`config.mk`:
```
export PLATFORM = sky130hd
export DESIGN_NAME = addr_strobe_counter
export DESIGN_NICKNAME = d
export VERILOG_FILES = /design/src/rtl/asc_pkg.sv /design/src/rtl/asc_sync.sv /design/src/rtl/asc_edge.sv /design/src/rtl/asc_core.sv /design/src/rtl/addr_strobe_counter.sv
export SDC_FILE = /design/constraint.sdc
export NUM_CORES = 1
export LEC_CHECK = 0
export BUFFER_PORTS_ARGS = -buffer_cell sky130_fd_sc_hd__buf_2
export CAP_MARGIN = 0
export CORE_UTILIZATION = 35
export DETAILED_ROUTE_END_ITERATION = 10
export GPL_ROUTABILITY_DRIVEN = 0
export SLEW_MARGIN = 20
export SYNTH_ARGS = -nofsm -noshare
export SYNTH_HDL_FRONTEND = slang
export SYNTH_SLANG_ARGS = --single-unit
export TNS_END_PERCENT = 5
```
`constraint.sdc`:
```
create_clock -name clk -period 1.8 [get_ports clk]
set_input_delay 0.18 -clock clk [delete_from_list [all_inputs] [get_ports clk]]
set_output_delay 0.18 -clock clk [all_outputs]
set_load 0.005 [all_outputs]
```
`src/rtl/asc_pkg.sv`:
```
package asc_pkg;
  localparam int unsigned ADDR_W_DEF    = 8;
  localparam int unsigned SYNC_DEPTH_DEF = 2;

  typedef struct packed {
    logic level;
    logic rise;
    logic fall;
  } strobe_ev_t;

  localparam int unsigned N_STROBES = 2;
  localparam int unsigned IDX_LOAD  = 0;
  localparam int unsigned IDX_ADV   = 1;
endpackage

```
`src/rtl/asc_sync.sv`:
```
module asc_sync #(
  parameter int unsigned DEPTH = 2
) (
  input  logic clk,
  input  logic rst,
  input  logic async_i,
  output logic sync_o
);
  logic [DEPTH-1:0] chain_q;

  genvar g;
  generate
    for (g = 0; g < DEPTH; g++) begin : g_stage
      if (g == 0) begin : g_first
        always_ff @(posedge clk) begin
          if (rst) chain_q[0] <= 1'b0;
          else     chain_q[0] <= async_i;
        end
      end else begin : g_next
        always_ff @(posedge clk) begin
          if (rst) chain_q[g] <= 1'b0;
          else     chain_q[g] <= chain_q[g-1];
        end
      end
    end
  endgenerate

  assign sync_o = chain_q[DEPTH-1];
endmodule

```
`src/rtl/asc_edge.sv`:
```
module asc_edge
  import asc_pkg::*;
(
  input  logic       clk,
  input  logic       rst,
  input  logic       sync_i,
  output strobe_ev_t ev_o
);
  logic prev_q;

  always_ff @(posedge clk) begin
    if (rst) prev_q <= 1'b0;
    else     prev_q <= sync_i;
  end

  always_comb begin
    ev_o.level = sync_i;
    ev_o.rise  = sync_i & ~prev_q;
    ev_o.fall  = ~sync_i & prev_q;
  end

  // A detected edge lasts exactly one cycle (supports R8 timing)
  assert_rise_single_R8: assert property (@(posedge clk) disable iff (rst)
    ev_o.rise |=> !ev_o.rise);
  assert_fall_single_R8: assert property (@(posedge clk) disable iff (rst)
    ev_o.fall |=> !ev_o.fall);
endmodule

```
`src/rtl/asc_core.sv`:
```
module asc_core #(
  parameter int unsigned ADDR_W = 8
) (
  input  logic              clk,
  input  logic              rst,
  input  logic              load_fall_i,
  input  logic              adv_rise_i,
  input  logic              adv_level_i,
  input  logic [ADDR_W-1:0] data_i,
  output logic [ADDR_W-1:0] addr_o
);
  logic [ADDR_W-1:0] cnt_q, cnt_d;
  logic [ADDR_W-1:0] start_q, start_d;
  logic              pend_q, pend_d;
  logic [ADDR_W-1:0] addr_q;

  always_comb begin
    // Load is taken first, so a coincident advance sees the new address.
    start_d = load_fall_i ? data_i : start_q;
    pend_d  = adv_level_i ? 1'b0 : (load_fall_i | pend_q);
    cnt_d   = cnt_q;
    if (adv_rise_i) begin
      if (pend_q || load_fall_i) cnt_d = start_d;
      else                       cnt_d = cnt_q + ADDR_W'(1);
    end
  end

  always_ff @(posedge clk) begin
    if (rst) begin
      cnt_q   <= '0;
      start_q <= '0;
      pend_q  <= 1'b0;
      addr_q  <= '0;
    end else begin
      cnt_q   <= cnt_d;
      start_q <= start_d;
      pend_q  <= pend_d;
      addr_q  <= pend_d ? start_d : cnt_d;
    end
  end

  assign addr_o = addr_q;

  assert_capture_R2: assert property (@(posedge clk) disable iff (rst)
    load_fall_i |=> start_q == $past(data_i));
  assert_commit_R3: assert property (@(posedge clk) disable iff (rst)
    (adv_rise_i && pend_q && !load_fall_i) |=> cnt_q == $past(start_q));
  assert_increment_R4: assert property (@(posedge clk) disable iff (rst)
    (adv_rise_i && !pend_q && !load_fall_i) |=> cnt_q == $past(cnt_q) + ADDR_W'(1));
  assert_pend_clear_R6: assert property (@(posedge clk) disable iff (rst)
    adv_level_i |=> !pend_q);
  assert_coincide_R7: assert property (@(posedge clk) disable iff (rst)
    (load_fall_i && adv_rise_i) |=> addr_o == $past(data_i));
  assert_quiet_R9: assert property (@(posedge clk) disable iff (rst)
    (!load_fall_i && !adv_rise_i && !adv_level_i) |=> $stable(addr_o));
endmodule

```
`src/rtl/addr_strobe_counter.sv`:
```
module addr_strobe_counter
  import asc_pkg::*;
#(
  parameter int unsigned ADDR_W     = ADDR_W_DEF,
  parameter int unsigned SYNC_DEPTH = SYNC_DEPTH_DEF
) (
  input  logic              clk,
  input  logic              rst,
  input  logic              load_stb_i,
  input  logic              adv_stb_i,
  input  logic [ADDR_W-1:0] data_i,
  output logic [ADDR_W-1:0] addr_o
);
  logic [N_STROBES-1:0] raw;
  logic [N_STROBES-1:0] synced;
  strobe_ev_t           ev [N_STROBES];

  assign raw[IDX_LOAD] = load_stb_i;
  assign raw[IDX_ADV]  = adv_stb_i;

  genvar s;
  generate
    for (s = 0; s < N_STROBES; s++) begin : g_strobe
      asc_sync #(.DEPTH(SYNC_DEPTH)) sync_i (
        .clk     (clk),
        .rst     (rst),
        .async_i (raw[s]),
        .sync_o  (synced[s])
      );
      asc_edge edge_i (
        .clk    (clk),
        .rst    (rst),
        .sync_i (synced[s]),
        .ev_o   (ev[s])
      );
    end
  endgenerate

  logic load_lvl_unused, load_rise_unused, adv_fall_unused;
  assign load_lvl_unused  = ev[IDX_LOAD].level;
  assign load_rise_unused = ev[IDX_LOAD].rise;
  assign adv_fall_unused  = ev[IDX_ADV].fall;

  asc_core #(.ADDR_W(ADDR_W)) core_i (
    .clk         (clk),
    .rst         (rst),
    .load_fall_i (ev[IDX_LOAD].fall),
    .adv_rise_i  (ev[IDX_ADV].rise),
    .adv_level_i (ev[IDX_ADV].level),
    .data_i      (data_i),
    .addr_o      (addr_o)
  );
endmodule

```
==> results of run 1 <==
-- what timing repair did --
item | in CTS | in global routing
gates resized for setup | 0 | 3
buffers inserted | 0 | 0
setup endpoints to repair | 0 | 7
hold endpoints to repair | 0 | 0
-- state kept, by name, summed over array words and instances, names as in the netlist --
register                 flops
g_strobe.sync_i.sync_o       2
core_i.start_q               8
g_strobe.sync_i.chain_q      2
core_i.cnt_q                 8
core_i.pend_q                1
g_strobe.edge_i.prev_q       2
core_i.addr_o                8
-- layer usage --
layer / vias up / track usage [%] / share of wire, %
li1: 547 / - / -
met1: 504 / 16.93 / 45
met2: 20 / 24.33 / 48
met3: 8 / 6.569 / 4.8
met4: 0 / 8.721 / 1.7
met5: - / 0 / 0
-- per-stage QoR --
stage                     area, µm²  instances  setup WS (ns)
after global placement         1449        204         0.1673
after CTS                      1521        210        0.07513
after global routing           1531        210        0.06737
final                          1531        210         0.2026
after detailed placement       1449        204        0.07905
after floorplan                1299        141         0.3769
-- where the power goes --
part	switching [mW]	internal (mW)
Clock	0.225	0.257
Combinational	0.0568	0.0449
Sequential	0.00967	0.705
Total	0.292	1.01
-- synth_stat cells, types with 2 or more instances --
| cell | instances |
|---|---|
| a21oi_1 | 14 |
| buf_2 | 2 |
| buf_6 | 2 |
| clkbuf_1 | 3 |
| dfxtp_1 | 31 |
| inv_1 | 3 |
| mux2i_1 | 9 |
| nand2_1 | 5 |
| nand2b_1 | 2 |
| nand3_1 | 2 |
| nor2_1 | 18 |
| nor2b_1 | 7 |
| nor3_1 | 3 |
| o21ai_0 | 4 |
| o21ai_1 | 2 |
| o22ai_1 | 3 |
| o2bb2ai_1 | 2 |
| o31ai_1 | 2 |
| or3_1 | 3 |
-- cell type report --
class	count	share of cell area [%]
tap	46	3.758
clock buffer	6	4.739
sequential	31	40.52
timing repair buffer	25	9.395
inverter	3	0.7353
multi-input combinational	99	40.85
-- worst min-delay path by stage --
| stage | from | slack (ns) | cells past startpoint | endpoint |
|---|---|---|---|---|
| 5_1_grt | adv_stb_i | 0.12 | 2 | g_strobe[1].sync_i.chain_q[0]$_SDFF_PP0_ |
| 6_report | adv_stb_i | 0.11 | 2 | g_strobe[1].sync_i.chain_q[0]$_SDFF_PP0_ |
| 3_3_place_gp | load_stb_i | 0.39 | 2 | g_strobe[0].sync_i.chain_q[0]$_SDFF_PP0_ |
| 2_1_floorplan | load_stb_i | 0.31 | 1 | g_strobe[0].sync_i.chain_q[0]$_SDFF_PP0_ |
| 3_5_place_dp | adv_stb_i | 0.40 | 2 | g_strobe[1].sync_i.chain_q[0]$_SDFF_PP0_ |
| 4_1_cts | adv_stb_i | 0.10 | 2 | g_strobe[1].sync_i.chain_q[0]$_SDFF_PP0_ |
-- kinds of logic after synthesis --
kind of cell / Yosys count
AO/OA/AOI/OAI: 38
adder cells (fa/ha/maj): 1
buffers and inverters: 11
AND/OR/NAND/NOR: 51
flip-flops: 31
multiplexers: 9
-- worst register-to-register path, cell delays in order (launching register included) --
cell and delay (ns):
dfxtp_1 0.52, or2_1 0.30, nand2b_1 0.23, or3_1 0.40
o31ai_1 0.07
-- cells in the final DEF, fill, tap and decap left out, drive strengths merged, types with 2 or more instances in the layout --
master	Yosys	routed
dfxtp	31	31
buf	5	25
nor2	19	19
a21oi	14	14
mux2i	9	9
nor2b	7	7
clkbuf	3	6
o21ai	6	6
nand2	5	5
nor3	3	3
o22ai	3	3
or3	3	3
inv	3	3
nand2b	2	2
o31ai	2	2
nand3	2	2
o2bb2ai	2	2
or2	2	2
a221oi	2	2
==> results.toml, run 1 <==
[placement]
hpwlAfterDp_um = 1908
portBuffers = 19

[clock_tree]
cts_max_path_buffers = 2
numCtsBuffers = 5
clock_latency_ns = 0.28
tritoncts = "done"
clockRootBuffer = "clkbuf_8"
htreeDepth = 2
path_clk_slew_ns = 0.06
hold_buffers = 0
clock_sinks = 31

[route]
final_antenna_net_count = 0
routed_wirelength_um = 2691
dr.pass1.iters = 4
vias = 1079
viasPerCell = 5.138
post-route-drc-count = 0
detail_route.wl_per_cell_um = 12.81
drtIter0Drc = 41

[sta]
tightest_slew_ns = 0.5051
fmax_ghz = 0.6260
fin_skew_ns = 0.002837
period_share_pct = 88.74
rsz0062_at_grt = "false"
finalSetupTns_ns = 0
min_period_ns = 1.597
final-max-slew-violation-count = 0
slew_headroom_pct = 66.33
whs_ns = 0.1073
finalSetupViolations = 0
finalHoldViolCount = 0

[critical_path]
rr_worst_depth = 4
r2r_start = "core_i.pend_q$_SDFF_PP0_"
critical-path-slowest-cell = "dfxtp_1"
critical_path_class = "flip-flop to flip-flop"
critPathRequiredTime_ns = 1.99
crit_end = "core_i.addr_o[7]$_SDFF_PP0_"
critPathMaxStageDelay_ns = 0.52
setup.worst_path.start = "core_i.pend_q$_SDFF_PP0_"
start_kind = "flip-flop"
crit_cells = 4
path_cells = "or2_1 > nand2b_1 > or3_1 > o31ai_1"
r2r_setup_slack_ns = 0.20
cp_top_family = "simple AND/OR/NAND/NOR gates"
reg2reg_to = "core_i.addr_o[7]$_SDFF_PP0_"
arrival_ns = 1.79
cp-end-kind = "flip-flop"
cp_max_fo = 9
path_buf_inv = 0

[final_layout]
n_antenna_cell = 0
areaGrowthSynthToFinish_pct = 17.92
fill_cells = 355
multi_input_area_um2 = 625.6
final_util_pct = 44.49
nNetsFinal = 178
layout-drive-gt1-share_pct = 21.95
seqCellArea_um2 = 620.6

[grt]
grt_overflow = 0
grt_start_max_net_pins = 31
antenna_found_initial = 0
track_usage_pct = 15.31
grt_pass1_vias = 1059
grt_pass1_wl_um = 4616

[yosys]
syn_nets = 154
synthCells = 141
synth_top_area_share_pct = 47.78
yosysSeqAreaShare_pct = 47.78
syn_area_per_cell_um2 = 9.211
muxShareOfSynthArea_pct = 6.936
synth-adder-area-share_pct = 0.9634
async_flop_share_pct = 0
yosys.area_share.simple_pct = 20.52
synth_compound_gate_area_share_pct = 19.27
synthesis.area_mm2 = 0.001299
synth_top_family_by_area = "simple AND/OR/NAND/NOR gates"
synthXorXnorAreaFrac_pct = 0
synth_area_leaders = "dfxtp_1 48%, mux2i_1 6.9%, a21oi_1 5.4%"
synth-main-ff-cell = "dfxtp_1"
ys_warn_count = 0
synth.largest_area_cell = "dfxtp_1"
ys_ff_latch = 31
synth_edf_count = 0
ys_types = 43

[floorplanning]
rows = 21
die_w_um = 62.92
core_mm2 = 0.003442
dieHeight_um = 62.92
start_util_pct = 37.73
dieArea_mm2 = 0.003958
pin_count = 20

[pwr]
p_leak_nw = 0.5961
vdd_drop_max_mv = 0.3948
power_mw = 1.298
p_per_area_mw_per_mm2 = 847.8

[hold_path]
min_path_type = "input port to flip-flop"

[flow_run]
cap_violations = 0

[outcome]
status = "finished, final reports clean"
(Power assumes the default switching activity.)
==> run 2: changes to the inputs <==
--- a/config.mk
+++ b/config.mk
@@ -5,6 +5,7 @@
 export SDC_FILE = /design/constraint.sdc
 export NUM_CORES = 1
 export LEC_CHECK = 0
+export ABC_AREA = 1
 export BUFFER_PORTS_ARGS = -buffer_cell sky130_fd_sc_hd__buf_2
 export CAP_MARGIN = 0
 export CORE_UTILIZATION = 35
==> run 2 against run 1 <==
Net effect: fmax grew 9.3%; sequential power is essentially flat; sequential share of layout area shrank 3.3 points; register-to-register slack gained 0.14 ns; combinational power grew 19%; critical path depth grew 3; wire length grew 10%; critical endpoint is now core_i.addr_o[2]$_SDFF_PP0_; largest cell class unchanged.
==> results.toml, run 2 <==
[pwr]
p_leak_nw = 0.8131
p_per_area_mw_per_mm2 = 925.3
vdd_drop_max_mv = 0.4167
power_mw = 1.541

[clock_tree]
cts_setup_buffers = 0
clockRootBuffer = "clkbuf_8"
hold_buffers = 0
tritoncts = "done"
numCtsBuffers = 5
clock_sinks = 31
clock_latency_ns = 0.28
htreeDepth = 2
cts_resized = 0
path_clk_slew_ns = 0.06
cts_max_path_buffers = 2

[grt]
grt_pass1_wl_um = 5161
grt_pass1_vias = 1122
track_usage_pct = 16.44
grt_start_max_net_pins = 20
antenna_found_initial = 0
grt_overflow = 0

[yosys]
synthesis.area_mm2 = 0.001419
ys_types = 21
synth_edf_count = 0
synth-main-ff-cell = "dfxtp_1"
synth.most_common_cell = "nand2_1"
syn_nets = 216
synth_top_area_share_pct = 43.74
synth.largest_area_cell = "dfxtp_1"
async_flop_share_pct = 0
ys_warn_count = 0
synth_common_cells = "48 x nand2_1, 32 x inv_1, 31 x dfxtp_1"
syn_area_per_cell_um2 = 6.989
ys_ff_latch = 31
yosysSeqAreaShare_pct = 43.74
synthCells = 203
synth_area_leaders = "dfxtp_1 44%, nand2_1 13%, nand3_1 8.5%"

[placement]
hpwlAfterDp_um = 2197
post-place-ws_ns = 0.3632
portBuffers = 19
place_area_mm2 = 0.001548

[sta]
fin_ws_ns = 0.3379
fmax_ghz = 0.6840
fin_skew_ns = 0.004396
tightest_slew_ns = 0.3788
finalSetupTns_ns = 0
final-max-slew-violation-count = 0
min_period_ns = 1.462
period_share_pct = 81.23
slew_headroom_pct = 74.72
rsz0062_at_grt = "false"
finalSetupViolations = 0
finalHoldViolCount = 0

[final_layout]
n_antenna_cell = 0
areaGrowthSynthToFinish_pct = 17.37
final_cell_mix = "48 x nand2_1, 32 x inv_1, 31 x dfxtp_1"
nNetsFinal = 238
final_util_pct = 44.16
final_common_cell = "nand2_1"
final_area_mm2 = 0.001665
layout-drive-gt1-share_pct = 19.91

[critical_path]
cp-end-kind = "flip-flop"
critical_path_class = "flip-flop to flip-flop"
arrival_ns = 1.65
critPathRequiredTime_ns = 1.98
r2r_setup_slack_ns = 0.34
cp_max_fo = 13
start_kind = "flip-flop"

[outcome]
status = "finished, final reports clean"

[floorplanning]
dieArea_mm2 = 0.004313
pin_count = 20
start_util_pct = 37.62
core_mm2 = 0.003771
rows = 22
die_w_um = 65.67
dieHeight_um = 65.67

[route]
drtIter0Drc = 77
dr.pass1.iters = 4
detail_route.wl_per_cell_um = 10.85
routed_wirelength_um = 2973
final_antenna_net_count = 0
viasPerCell = 4.511
vias = 1236
post-route-drc-count = 0

[hold_path]
min_path_type = "input port to flip-flop"

[flow_run]
cap_violations = 0
[run 2: layout make-up]
| type | instances | area [µm²] |
|---|---|---|
| repair buffers | 20 | 102.6 |
| well taps | 48 | 60.06 |
| fillers | 394 | 2106 |
| flip-flops and latches | 31 | 620.6 |
| multi-input cells | 132 | 633.1 |
| clock inverters | 2 | 35.03 |
| inverters | 35 | 131.4 |
| clock buffers | 6 | 82.58 |
[run 2: critical path, cell delays in order, from the launching register on]
cell	delay, ns
dfxtp_1	0.41
nand2_4	0.17
nand2_4	0.19
nand2_2	0.15
inv_1	0.20
a21oi_1	0.12
nand2_1	0.09
inv_1	0.03
[run 2: final timing paths]
check	to	cells past startpoint	from
min	g_strobe[0].sync_i.chain_q[0]$_SDFF_PP0_	3	load_stb_i
max	core_i.addr_o[2]$_SDFF_PP0_	7	g_strobe[0].edge_i.prev_q$_SDFF_PP0_
max reg2reg	core_i.addr_o[2]$_SDFF_PP0_	7	g_strobe[0].edge_i.prev_q$_SDFF_PP0_
min reg2reg	g_strobe[0].sync_i.sync_o$_SDFF_PP0_	2	g_strobe[0].sync_i.chain_q[0]$_SDFF_PP0_
[run 2: routing by layer]
layer	vias to the layer above	GRT usage [%]	wire length, µm
met1	537	21.13	1455
li1	668	-	-
met4	0	8.967	66
met3	6	5.208	140
met5	-	0	0
met2	25	24.11	1310
[run 2: stage by stage]
stage	hold slack, ns	cells
floorplan	0.2870	203
global placement	0.3794	266
detailed placement	0.3890	266
CTS	0.08728	274
global route	0.1050	274
finish	0.08959	274
[run 2: logic make-up (layout without fill, tap and decap cells)]
family,Yosys count,in the layout,synth area share [%]
buffers and inverters,40,63,11.64
flip-flops,31,31,43.74
adder cells (fa/ha/maj),1,1,0.8817
AO/OA/AOI/OAI,24,24,9.701
AND/OR/NAND/NOR,107,107,34.04
[run 2: power breakdown]
| group | switching [mW] | internal, mW | leakage (nW) | total (mW) |
|---|---|---|---|---|
| Sequential | 0.00894 | 0.707 | 0.252 | 0.716 |
| Combinational | 0.0764 | 0.0444 | 0.500 | 0.121 |
| Clock | 0.257 | 0.447 | 0.0612 | 0.704 |
==> run 3: changes to the inputs <==
==> constraint.sdc (replaced) <==
create_clock -name clk -period 1.4 [get_ports clk]
set_input_delay 0.14 -clock clk [delete_from_list [all_inputs] [get_ports clk]]
set_output_delay 0.14 -clock clk [all_outputs]
set_load 0.005 [all_outputs]
==> run 3 against run 2 <==
Net effect: sequential power grew 29%; fmax grew 14%; highest routed layer unchanged; non-clock buffer count grew 4; critical endpoint is now core_i.addr_o[6]$_SDFF_PP0_; largest cell class unchanged; first-iteration DRC count grew 1.3%; clock skew grew 0.0041 ns; register-to-register slack lost 0.22 ns.
==> results.toml, run 3 (synthesis gave the netlist of run 2 again) <==
[clock_tree]
tritoncts = "done"
clock_sinks = 31
htreeDepth = 2
clockRootBuffer = "clkbuf_8"
clock_latency_ns = 0.28
path_clk_slew_ns = 0.06
numCtsBuffers = 5
cts_max_path_buffers = 2
hold_buffers = 0

[sta]
rsz0062_at_grt = "true"
period_share_pct = 91.57
finalHoldViolCount = 0
min_period_ns = 1.282
slew_headroom_pct = 77.87
finalSetupTns_ns = 0
fmax_ghz = 0.7801
fin_skew_ns = 0.008457
tightest_slew_ns = 0.3319
fin_ws_ns = 0.1180
final-max-slew-violation-count = 0
finalSetupViolations = 0

[final_layout]
n_antenna_cell = 0
nNetsFinal = 242
final_common_cell = "nand2_1"
areaGrowthSynthToFinish_pct = 18.78
fill_cells = 402
final_util_pct = 44.69
layout-drive-gt1-share_pct = 23.68
final_cell_mix = "48 x nand2_1, 30 x inv_1, 27 x dfxtp_1"

[route]
dr.pass1.iters = 4
post-route-drc-count = 0
drtIter0Drc = 78
drt-met1-wl_um = 1463
vias = 1241
wl_met2_um = 1324
detail_route.wl_per_cell_um = 10.78
routed_wirelength_um = 2975
final_antenna_net_count = 0
dr_wl_met3_um = 112
viasPerCell = 4.496
routed.top_layer = "met4"

[pwr]
p_per_area_mw_per_mm2 = 1015
power_mw = 1.710
p_leak_nw = 0.8102
vdd_drop_max_mv = 0.5698

[critical_path]
critPathRequiredTime_ns = 1.62
critical_path_class = "flip-flop to flip-flop"
cp-end-kind = "flip-flop"
r2r_setup_slack_ns = 0.12
crit_end = "core_i.addr_o[6]$_SDFF_PP0_"
critical-path-slowest-cell = "dfxtp_2"
path_cells = "inv_2 > nand2_8 > buf_4 > nand2_4 > nand2_2 > a21oi_2 > nand2_1 > nand2_1 > nand2_1 > nand2_1"
rr_worst_depth = 10
setup.worst_path.start = "g_strobe[0].sync_i.sync_o$_SDFF_PP0_"
cp_max_fo = 11
r2r_start = "g_strobe[0].sync_i.sync_o$_SDFF_PP0_"
cp_common_cell = "nand2_1"
start_kind = "flip-flop"
reg2reg_to = "core_i.addr_o[6]$_SDFF_PP0_"
critPathMaxStageDelay_ns = 0.32
arrival_ns = 1.50

[grt]
track_usage_pct = 15.74
antenna_found_initial = 0
grt_pass1_wl_um = 5016
grt_start_max_net_pins = 18
grt_pass1_vias = 1144
grt_overflow = 0

[placement]
hpwlAfterDp_um = 2284
portBuffers = 19
post-place-ws_ns = 0.01364

[hold_path]
min_path_type = "input port to flip-flop"

[outcome]
status = "finished, final reports clean"

[floorplanning]
die_w_um = 65.67
core_mm2 = 0.003771
start_util_pct = 37.62
pin_count = 20
dieArea_mm2 = 0.004313
dieHeight_um = 65.67
rows = 22

[flow_run]
cap_violations = 0
-- run 3: changes by cell type in the layout (fill, tap and decap cells not counted), moves of 2 or more --
cell     previous run  this run
nand2_8             0         2
dfxtp_1            31        27
inv_1              32        30
buf_4               1         5
dfxtp_2             0         4
-- run 3: stage by stage --
step                hold slack, ns  cells  instance area [µm²]
floorplan                   0.2470    203                 1419
global placement            0.3415    270                 1578
detailed placement          0.3478    270                 1578
CTS                        0.05785    276                 1650
global route               0.09212    276                 1685
finish                     0.06604    276                 1685
-- run 3: timing repair --
| action | 4_1_cts | 5_1_grt |
|---|---|---|
| endpoints found under the hold margin | 0 | 0 |
| buffers inserted | 0 | 0 |
| endpoints found under the setup margin | 1 | 9 |
| gates resized for setup | 1 | 12 |
| pin swaps | 0 | 0 |
-- run 3: critical path, delay by kind of cell (launching register included) --
kind | cells | cell delay [ns]
simple gates | 7 | 0.48
compound gates | 1 | 0.13
buf+inv | 2 | 0.30
flops | 1 | 0.32
-- run 3: layout make-up --
| class | count | area, µm² | share of cell area [%] |
|---|---|---|---|
| Inverter | 35 | 133.9 | 7.944 |
| Clock buffer | 6 | 72.57 | 4.306 |
| Tap cell | 48 | 60.06 | 3.563 |
| Timing Repair Buffer | 24 | 132.6 | 7.869 |
| Sequential cell | 31 | 625.6 | 37.12 |
| Multi-Input combinational cell | 132 | 660.6 | 39.20 |
-- run 3: how the worst min path moves through the flow --
stage	start	to	slack, ns	depth (start not counted)
after detailed placement	load_stb_i	g_strobe[0].sync_i.chain_q[0]$_SDFF_PP0_	0.35	3
after floorplan	load_stb_i	g_strobe[0].sync_i.chain_q[0]$_SDFF_PP0_	0.25	2
after CTS	load_stb_i	g_strobe[0].sync_i.chain_q[0]$_SDFF_PP0_	0.06	3
final	load_stb_i	g_strobe[0].sync_i.chain_q[0]$_SDFF_PP0_	0.07	3
after global placement	load_stb_i	g_strobe[0].sync_i.chain_q[0]$_SDFF_PP0_	0.34	3
after global routing	adv_stb_i	g_strobe[1].sync_i.chain_q[0]$_SDFF_PP0_	0.09	3
-- run 3: report_power, final --
part           internal, mW  switching [mW]
combinational        0.0653           0.107
sequential            0.911          0.0117
clock                 0.330           0.286
-- run 3: layer usage --
layer	vias to the layer above	global-route usage [%]
met5	-	0
met4	0	8.152
met3	7	4.861
met2	19	23.85
met1	538	19.81
li1	677	-
